$ cat config.mk
export PLATFORM = sky130hd
export DESIGN_NAME = vec_elem_seq
export DESIGN_NICKNAME = d
export VERILOG_FILES = /design/src/rtl/vseq_pkg.sv /design/src/rtl/vseq_range_chk.sv /design/src/rtl/vseq_index_gen.sv /design/src/rtl/vseq_ctrl.sv /design/src/rtl/vec_elem_seq.sv
export SDC_FILE = /design/constraint.sdc
export NUM_CORES = 1
export LEC_CHECK = 0
export ABC_AREA = 1
export BUFFER_PORTS_ARGS = -buffer_cell sky130_fd_sc_hd__buf_2
export CORE_MARGIN = 10
export CORE_UTILIZATION = 32
export CTS_BUF_LIST = sky130_fd_sc_hd__clkbuf_4
export CTS_CLUSTER_SIZE = 12
export DETAILED_ROUTE_END_ITERATION = 8
export MAX_ROUTING_LAYER = met4
export RECOVER_POWER = 100
export SYNTH_ARGS = -nofsm -noshare
export SYNTH_HDL_FRONTEND = slang
export SYNTH_HIERARCHICAL = 1
export SYNTH_SLANG_ARGS = --single-unit
$ cat constraint.sdc
create_clock -name clk -period 3.3 [get_ports clk]
set_input_delay 0.66 -clock clk [delete_from_list [all_inputs] [get_ports clk]]
set_output_delay 0.66 -clock clk [all_outputs]
set_load 0.01 [all_outputs]
$ cat src/rtl/vseq_pkg.sv
package vseq_pkg;
    localparam int MAX_VL   = 64;
    localparam int REG_W    = 7;
    localparam int NUM_OPS  = 3;
    localparam int VL_W     = $clog2(MAX_VL + 1);
    localparam int ELEM_W   = $clog2(MAX_VL);
    localparam int NUM_REGS = 1 << REG_W;
    localparam int OP_DST   = 0;
    localparam int OP_SA    = 1;
    localparam int OP_SB    = 2;

    typedef logic [REG_W-1:0]  reg_idx_t;
    typedef logic [VL_W-1:0]   vl_t;
    typedef logic [ELEM_W-1:0] elem_t;
    typedef logic [MAX_VL-1:0] pmask_t;

    typedef enum logic [1:0] {
        ST_IDLE = 2'd0,
        ST_RUN  = 2'd1,
        ST_DONE = 2'd2
    } seq_state_e;

    typedef struct packed {
        reg_idx_t base;
        logic     is_vec;
    } opnd_t;

    function automatic logic span_overflows(opnd_t op, vl_t vl);
        int last;
        if (!op.is_vec || vl == '0) return 1'b0;
        last = int'(op.base) + int'(vl) - 1;
        return last > (NUM_REGS - 1);
    endfunction
endpackage

$ cat src/rtl/vseq_range_chk.sv
module vseq_range_chk
    import vseq_pkg::*;
(
    input  opnd_t [NUM_OPS-1:0] ops_i,
    input  vl_t                 vl_i,
    output logic                err_o
);
    logic [NUM_OPS-1:0] op_bad;

    for (genvar g = 0; g < NUM_OPS; g++) begin : g_op
        assign op_bad[g] = span_overflows(ops_i[g], vl_i);
    end

    assign err_o = (|op_bad) || (int'(vl_i) > MAX_VL);
endmodule

$ cat src/rtl/vseq_index_gen.sv
module vseq_index_gen
    import vseq_pkg::*;
(
    input  logic                   clk,
    input  logic                   rst,
    input  logic                   load_i,
    input  logic                   busy_i,
    input  opnd_t    [NUM_OPS-1:0] ops_i,
    input  elem_t                  elem_i,
    output reg_idx_t [NUM_OPS-1:0] idx_o
);
    opnd_t [NUM_OPS-1:0] ops_q;

    always_ff @(posedge clk) begin
        if (rst) begin
            ops_q <= '0;
        end else if (load_i) begin
            ops_q <= ops_i;
        end
    end

    for (genvar g = 0; g < NUM_OPS; g++) begin : g_idx
        assign idx_o[g] = ops_q[g].base + (ops_q[g].is_vec ? reg_idx_t'(elem_i) : reg_idx_t'(0));

        AST_SCALAR_FIXED: assert property (@(posedge clk) disable iff (rst)
            busy_i && $past(busy_i) && !ops_q[g].is_vec |-> $stable(idx_o[g]));
    end
endmodule

$ cat src/rtl/vseq_ctrl.sv
module vseq_ctrl
    import vseq_pkg::*;
(
    input  logic   clk,
    input  logic   rst,
    input  logic   start_i,
    input  vl_t    vl_i,
    input  logic   pred_en_i,
    input  pmask_t pred_mask_i,
    input  logic   dst_vec_i,
    input  logic   range_err_i,
    input  logic   ready_i,
    output logic   load_o,
    output logic   valid_o,
    output elem_t  elem_o,
    output logic   busy_o,
    output logic   done_o,
    output logic   err_o
);
    seq_state_e state_q;
    vl_t        vl_q;
    vl_t        elem_q;
    pmask_t     mask_q;
    logic       dvec_q;
    logic       err_q;
    logic       in_range;
    logic       bit_on;

    assign load_o   = (state_q == ST_IDLE) && start_i;
    assign in_range = elem_q < vl_q;
    assign bit_on   = mask_q[elem_q[ELEM_W-1:0]];
    assign valid_o  = (state_q == ST_RUN) && in_range && bit_on;
    assign elem_o   = elem_q[ELEM_W-1:0];
    assign busy_o   = (state_q != ST_IDLE);
    assign done_o   = (state_q == ST_DONE);
    assign err_o    = done_o && err_q;

    always_ff @(posedge clk) begin
        if (rst) begin
            state_q <= ST_IDLE;
            vl_q    <= '0;
            elem_q  <= '0;
            mask_q  <= '0;
            dvec_q  <= 1'b0;
            err_q   <= 1'b0;
        end else begin
            unique case (state_q)
                ST_IDLE: begin
                    if (start_i) begin
                        vl_q    <= vl_i;
                        mask_q  <= pred_en_i ? pred_mask_i : '1;
                        dvec_q  <= dst_vec_i;
                        err_q   <= range_err_i;
                        elem_q  <= '0;
                        state_q <= range_err_i ? ST_DONE : ST_RUN;
                    end
                end
                ST_RUN: begin
                    if (!in_range) begin
                        state_q <= ST_DONE;
                    end else if (!bit_on) begin
                        elem_q <= elem_q + 1'b1;
                    end else if (ready_i) begin
                        if (!dvec_q) state_q <= ST_DONE;
                        else         elem_q  <= elem_q + 1'b1;
                    end
                end
                default: begin
                    state_q <= ST_IDLE;
                    err_q   <= 1'b0;
                end
            endcase
        end
    end

    AST_SCALAR_DST_END: assert property (@(posedge clk) disable iff (rst)
        valid_o && ready_i && !dvec_q |=> done_o && !valid_o);
endmodule

$ cat src/rtl/vec_elem_seq.sv
module vec_elem_seq
    import vseq_pkg::*;
(
    input  logic        clk,
    input  logic        rst,
    input  logic        start_i,
    input  logic [6:0]  vl_i,
    input  logic [6:0]  rt_base_i,
    input  logic [6:0]  ra_base_i,
    input  logic [6:0]  rb_base_i,
    input  logic        rt_vec_i,
    input  logic        ra_vec_i,
    input  logic        rb_vec_i,
    input  logic        pred_en_i,
    input  logic [63:0] pred_mask_i,
    input  logic        issue_ready_i,
    output logic        issue_valid_o,
    output logic [5:0]  elem_o,
    output logic [6:0]  rd_idx_o,
    output logic [6:0]  rs1_idx_o,
    output logic [6:0]  rs2_idx_o,
    output logic        busy_o,
    output logic        done_o,
    output logic        err_o
);
    opnd_t    [NUM_OPS-1:0] req_ops;
    reg_idx_t [NUM_OPS-1:0] idx;
    logic                   range_err;
    logic                   load;

    assign req_ops[OP_DST] = '{base: rt_base_i, is_vec: rt_vec_i};
    assign req_ops[OP_SA]  = '{base: ra_base_i, is_vec: ra_vec_i};
    assign req_ops[OP_SB]  = '{base: rb_base_i, is_vec: rb_vec_i};

    vseq_range_chk u_range (
        .ops_i (req_ops),
        .vl_i  (vl_i),
        .err_o (range_err)
    );

    vseq_ctrl u_ctrl (
        .clk         (clk),
        .rst         (rst),
        .start_i     (start_i),
        .vl_i        (vl_i),
        .pred_en_i   (pred_en_i),
        .pred_mask_i (pred_mask_i),
        .dst_vec_i   (rt_vec_i),
        .range_err_i (range_err),
        .ready_i     (issue_ready_i),
        .load_o      (load),
        .valid_o     (issue_valid_o),
        .elem_o      (elem_o),
        .busy_o      (busy_o),
        .done_o      (done_o),
        .err_o       (err_o)
    );

    vseq_index_gen u_idx (
        .clk    (clk),
        .rst    (rst),
        .load_i (load),
        .busy_i (busy_o),
        .ops_i  (req_ops),
        .elem_i (elem_o),
        .idx_o  (idx)
    );

    assign rd_idx_o  = idx[OP_DST];
    assign rs1_idx_o = idx[OP_SA];
    assign rs2_idx_o = idx[OP_SB];

    AST_HOLD_OFFER: assert property (@(posedge clk) disable iff (rst)
        issue_valid_o && !issue_ready_i |=> issue_valid_o && $stable(elem_o)
            && $stable(rd_idx_o) && $stable(rs1_idx_o) && $stable(rs2_idx_o));

    AST_ELEM_ASCEND: assert property (@(posedge clk) disable iff (rst)
        $past(issue_valid_o && issue_ready_i) && $past(busy_o) && issue_valid_o
            |-> elem_o > $past(elem_o));

    AST_DONE_PULSE: assert property (@(posedge clk) disable iff (rst)
        done_o |=> !done_o && !busy_o);

    AST_ERR_SILENT: assert property (@(posedge clk) disable iff (rst)
        err_o |-> done_o && !$past(issue_valid_o));
endmodule

---- After elaboration in Yosys (flattened, before gate mapping) ----
Index checks and enable logic that the tools add are counted.
word-level totals
  bits of input ports ..................... 100
  output and inout port bits .............. 31
  logic and storage cells ................. 88
  flip-flop bits (word level) ............. 106
operators by class
  multiplexer cells ....................... 30
  $add $sub $neg .......................... 10
  bitwise gates (word level) .............. 1
  equal/unequal tests ..................... 9
  magnitude comparators ................... 6
  reduce and logical (&&, ||, !) cells .... 20
operators with widths
  cell                   number
  $gt 32x8->1 const B    3
  $sub 32x2->32 const B  3
  $mux 64                1
  $mux 7                 5
  $add 7x7->8            3
  $add 7x7->7            3
  $mux 6                 3
  $pmux 7 s2             1
  $mux 2                 6
  $ne 3x3->1 const B     4
  $mux 1                 11
  $add 7x1->7 const B    1
  $gt 7x7->1 const B     1
  $logic_not 7->1        1
  $lt 6x7->1 const B     1
  $lt 7x7->1             1
  $bmux 1 s6             1
  $reduce_and 5->1       1
  $logic_and 1x1->1      4
  $logic_or 1x1->1       4
  $pmux 2 s2             1
  $reduce_and 2->1       2
  $reduce_and 4->1       1
  $reduce_bool 2->1      2
  other kinds (10)       12

---- Depth between registers and ports, before layout ----
  depth after elaboration ................. 9
  gate-level depth with buffers ........... 18
  depth with buffers taken out ............ 18

---- By module ----
Netlist, hierarchy kept.
by module, submodules not included
  module          instances  cells each  area each (sq um)
  vseq_ctrl       1          593         4062.6
  vseq_index_gen  1          275         1829.3
  vseq_range_chk  1          170         1091.0

---- Least setup slack after synthesis ----
OpenSTA, ideal clock, no wires.
  kind .................................... input port to flip-flop
  start ................................... input port vl_i[1]
  end ..................................... register u_ctrl.state_q[0]
  path buffers ............................ 0
  arrival time ............................ 2509 ps
  required time ........................... 3244 ps
  setup slack ............................. 736 ps
  setup time .............................. 56 ps
  cell stages on the path ................. 17
  cells stage by stage .................... inv_1 > ha_1 > inv_1 > ha_1 > fa_1 > nor2_1 > nand2_1 > nand3_1 > nand2_1 > nand3_1 > nand2_1 > nand2_1 > nand2_1 > or2_2 > nand4_1 > nand2_1 > inv_1
between the ends
  word-level cells in the longest chain between the ends .. 9
RTL lines
  item                                               line                            source
  start, declared                                    vec_elem_seq.sv:7               input logic [6:0] vl_i,
  $add 7x7->8 or $logic_not 7->1 (tied branches)     vseq_pkg.sv:31, vseq_pkg.sv:30
  $sub 32x2->32 or $logic_or 1x1->1 (tied branches)  vseq_pkg.sv:31, vseq_pkg.sv:30
  $gt 32x8->1 or $mux 1 (tied branches)              vseq_pkg.sv:32, vseq_pkg.sv:30
  $mux 1                                             vseq_pkg.sv:31                  last = int'(op.base) + int'(vl) - 1;
  $reduce_or 3->1                                    vseq_range_chk.sv:14            assign err_o = (|op_bad) || (int'(vl_i) > MAX_VL);
  $logic_or 1x1->1 (*)                               vseq_range_chk.sv:14
  via range_err                                      vec_elem_seq.sv:28              logic range_err;
  $mux 2 (*)                                         vseq_ctrl.sv:55                 state_q <= range_err_i ? ST_DONE : ST_RUN;
  $mux 2 (*)                                         vseq_ctrl.sv:49                 if (start_i) begin
  $pmux 2 s2 (*)                                     vseq_ctrl.sv:47                 unique case (state_q)
  end signal, assigned                               vseq_ctrl.sv:55
  end, declared                                      vseq_ctrl.sv:20                 seq_state_e state_q;
Mark *: on every way through the listed nets, which the timed path passes. The rest lies on a longest branch. The select of a mux whose other input is x is not followed.
A chain may end at the register's enable or synchronous reset.

---- Worst setup path after layout ----
  start ................................... register u_ctrl.elem_q[0]
  end ..................................... output port rs1_idx_o[4]
between the ends
  word-level cells in the longest chain between the ends .. 2
RTL lines
  item                    line                  source
  start, declared         vseq_ctrl.sv:22       vl_t elem_q;
  start signal, assigned  vseq_ctrl.sv:62       elem_q <= elem_q + 1'b1;
  start signal, assigned  vseq_ctrl.sv:65       else elem_q <= elem_q + 1'b1;
  $mux 6                  vseq_index_gen.sv:23  assign idx_o[g] = ops_q[g].base + (ops_q[g].is_vec ? reg_idx_t'(elem_i) : reg_idx_t'(0));
  $add 7x7->7             vseq_index_gen.sv:23
  end, declared           vec_elem_seq.sv:20    output logic [6:0] rs1_idx_o,
No other way between the ends.

==> results.toml <==
[placement]
placed_cell_area_um2 = 7700
place_congestion = 0.875
dp_slack_ns = 0.406
hpwl_um = 14800
portBuffers = 130

[run]
drv_cap = 0

[yosys]
synth_top_area_frac = 0.304
muxShareOfSynthArea = 0
synth_compound_area_frac = 0.154
syn_area_um2 = 6980
syn_nets = 1208
synthArstFlopShare = 0
synth_top_family_by_area = "simple AND/OR/NAND/NOR gates"
synth_flop_cell = "dfxtp_1"
synth_xor_area_frac = 0.0113
synthTopCellsByArea = "dfxtp_1 30%, nand2_1 16%, ha_1 11%"
yosys.area_share.simple = 0.267
synth_seq_cells = 106
postSynthAreaPerCell_um2 = 6.73
yosys.area.top_type = "dfxtp_1"
synth_commonest_cells = "294 x nand2_1, 140 x inv_1, 109 x a21oi_1"
yosys_warnings = 6
synthAdderAreaFrac = 0.132
yosys.cell_count.top_type = "nand2_1"
ys_types = 35
synth_seq_area_share = 0.304
synth_edf_count = 0
syn-instance-count = 1038

[critical_path]
crit_chain = "nand2_1 > inv_1 > ha_1 > inv_1 > fa_1 > nor2_1 > nor2_1 > xnor2_1 > clkbuf_1"
start_kind = "flip-flop"
critical_path.max_stage_delay_ns = 0.55
crit_arrival_ns = 2.38
endpoint = "rs1_idx_o[4]"
cp.required_ns = 2.64
r2r-start = "u_ctrl/state_q[0]"
cp_top_family = "adder cells"
critPathBufInv = 3
r2r_slack_ns = 0.58
reg2reg_depth = 7
worstSetupPathDepth = 9
crit_path_max_fanout = 19
setup.worst_path.end_class = "primary output"
r2r-end = "u_idx/ops_q[2]"
crit_type = "reg -> out"
startpoint = "u_ctrl/elem_q[0]"
cp_slowest_cell = "dfxtp_4"

[cells_and_area]
synthToLayoutAreaGrowth_pct = 11.2
multi_input_comb_area_um2 = 3900
fillers = 2376
ff_latch_area_um2 = 2130
fin_nets = 1300
final_area_um2 = 7760
drive_gt1_frac = 0.133

[global_route]
track_usage = 0.143
grt_overflow = 0
antenna_found_initial = 1
grt_pass1_wl_um = 32500
grt_pass1_vias = 6436
grt_max_degree = 92

[route]
wirelength_um = 20100
firstDrtPassIters = 5
drc = 0
routedWlPerCell_um = 14.3
vias = 6573
drt_iter0_drc = 498
ant_nets = 0
via_per_inst = 4.66

[die]
die_w_um = 168
core.rowCount = 53
initial_core_util = 0.329
die_y_um = 168
core_area_um2 = 21200
dieArea_um2 = 28100
io_pins = 131

[pwr]
power.density_nw_per_um2 = 646
combPwrFrac = 0.486
power_frac_seq = 0.384
switching_share = 0.474
ir_drop_mv = 0.248
switchingPower_mw = 2.38
p_leak_nw = 3.81
p_int_mw = 2.64
power.total_mw = 5.02
p_clk_frac = 0.130

[timing]
timing.fmax_ghz = 0.329
slew_headroom = 0.0222
skew_ns = 0.0308
hold_viol = 0
worst_pin_slew_ns = 1.47
setup_viol = 0
fin_tns_setup_ns = 0
setup_ws_ns = 0.257
period_share = 0.922
slew_violations = 0
fin_crit_ns = 3.04
grt_setup_unrepaired = "false"

[cts]
cts.path.max_buffers = 2
cts.sinks = 106
cts_tree = "done"
cts_made_buffers = 9
cts_setup_buffers = 0
clock-root-buffer = "clkbuf_4"
clk_pin_slew_ns = 0.18
worstSkewPairLatency_ns = 0.49
cts-htree-levels = 3

[worst_hold_path]
holdCritPathClass = "in -> reg"

[status]
status = "finished clean"
==> flip-flops by register name, summed over array words and instances, names as in the netlist <==
signal          cells
u_ctrl/mask_q      64
u_idx/ops_q        24
u_ctrl/elem_q       7
u_ctrl/vl_q         7
u_ctrl/state_q      2
u_ctrl/dvec_q       1
u_ctrl/err_q        1
==> per-stage QoR <==
stage / std cells / utilization / hold WS [ns]
global placement: 1394 / 0.363 / 0.449
detailed placement: 1394 / 0.363 / 0.454
global route: 1410 / 0.366 / 0.402
CTS: 1409 / 0.369 / 0.381
floorplan: 1038 / - / 0.433
finish: 1410 / 0.366 / 0.437
==> worst reg2reg max path: cells and delay by family (launching register included) <==
kind / cells / cell delay, ns
AND/OR/NAND/NOR: 3 / 0.59
buffers and inverters: 3 / 1.58
AO/OA/AOI/OAI: 1 / 0.05
flip-flops: 1 / 0.38
==> layer usage <==
metal / global-route usage / up-vias / share of wire
li1: - / 3474 / -
met1: 0.192 / 2937 / 0.50
met2: 0.218 / 155 / 0.44
met3: 0.0304 / 7 / 0.047
met4: 0.0231 / 0 / 0.0079
met5: - / - / 0
==> what timing repair did <==
| item | in CTS | in global routing |
|---|---|---|
| endpoints found under the hold margin | 0 | 0 |
| hold buffers | 0 | 0 |
| gates resized for setup | 0 | 1 |
| endpoints found under the setup margin | 0 | 6 |
==> logic make-up (layout without fill, tap and decap cells) <==
group,count (synthesis),in the layout
compound gates,202,202
xor+xnor,9,9
fa+ha+maj,70,70
buf+inv,209,305
flops,106,106
other cells,0,1
simple gates,442,442
==> cells in the final DEF, fill, tap and decap left out, types with 7 or more instances in the layout <==
master	n
nand3_1	76
nor2_1	47
clkbuf_4	9
inv_1	142
xnor2_1	9
a21oi_1	109
ha_1	64
nand4_1	7
clkbuf_1	30
o21ai_0	79
dfxtp_1	105
nand2_1	294
buf_2	100
==> worst min path at each step <==
| stage | from | endpoint | slack [ns] | cells after the start |
|---|---|---|---|---|
| after floorplan | u_ctrl/vl_q[5] | u_ctrl/vl_q[5] | 0.43 | 2 |
| after global placement | u_ctrl/mask_q[0] | u_ctrl/mask_q[0] | 0.45 | 2 |
| after detailed placement | u_ctrl/mask_q[34] | u_ctrl/mask_q[34] | 0.45 | 2 |
| after CTS | ra_base_i[0] | u_idx/ops_q[9] | 0.38 | 3 |
| after global routing | ra_base_i[0] | u_idx/ops_q[9] | 0.40 | 3 |
| final | ra_base_i[0] | u_idx/ops_q[9] | 0.44 | 3 |
==> power by group through the flow <==
stage	clock, mW	combinational, mW	sequential (mW)
global route	0.733	2.82	1.98
finish	0.654	2.44	1.93
global placement	0	2.48	1.95
detailed placement	0	2.50	1.96
CTS	0.692	2.52	1.93
floorplan	0	2.02	1.81
==> layout make-up <==
class | instances | area share
inverter | 153 | 0.0749
clock buffer | 9 | 0.00870
antenna | 1 | 0.000322
sequential | 106 | 0.274
multi-input combinational | 723 | 0.503
clock inverter | 6 | 0.00806
tap | 275 | 0.0443
timing repair buffer | 137 | 0.0870
(Power assumes the default switching activity.)
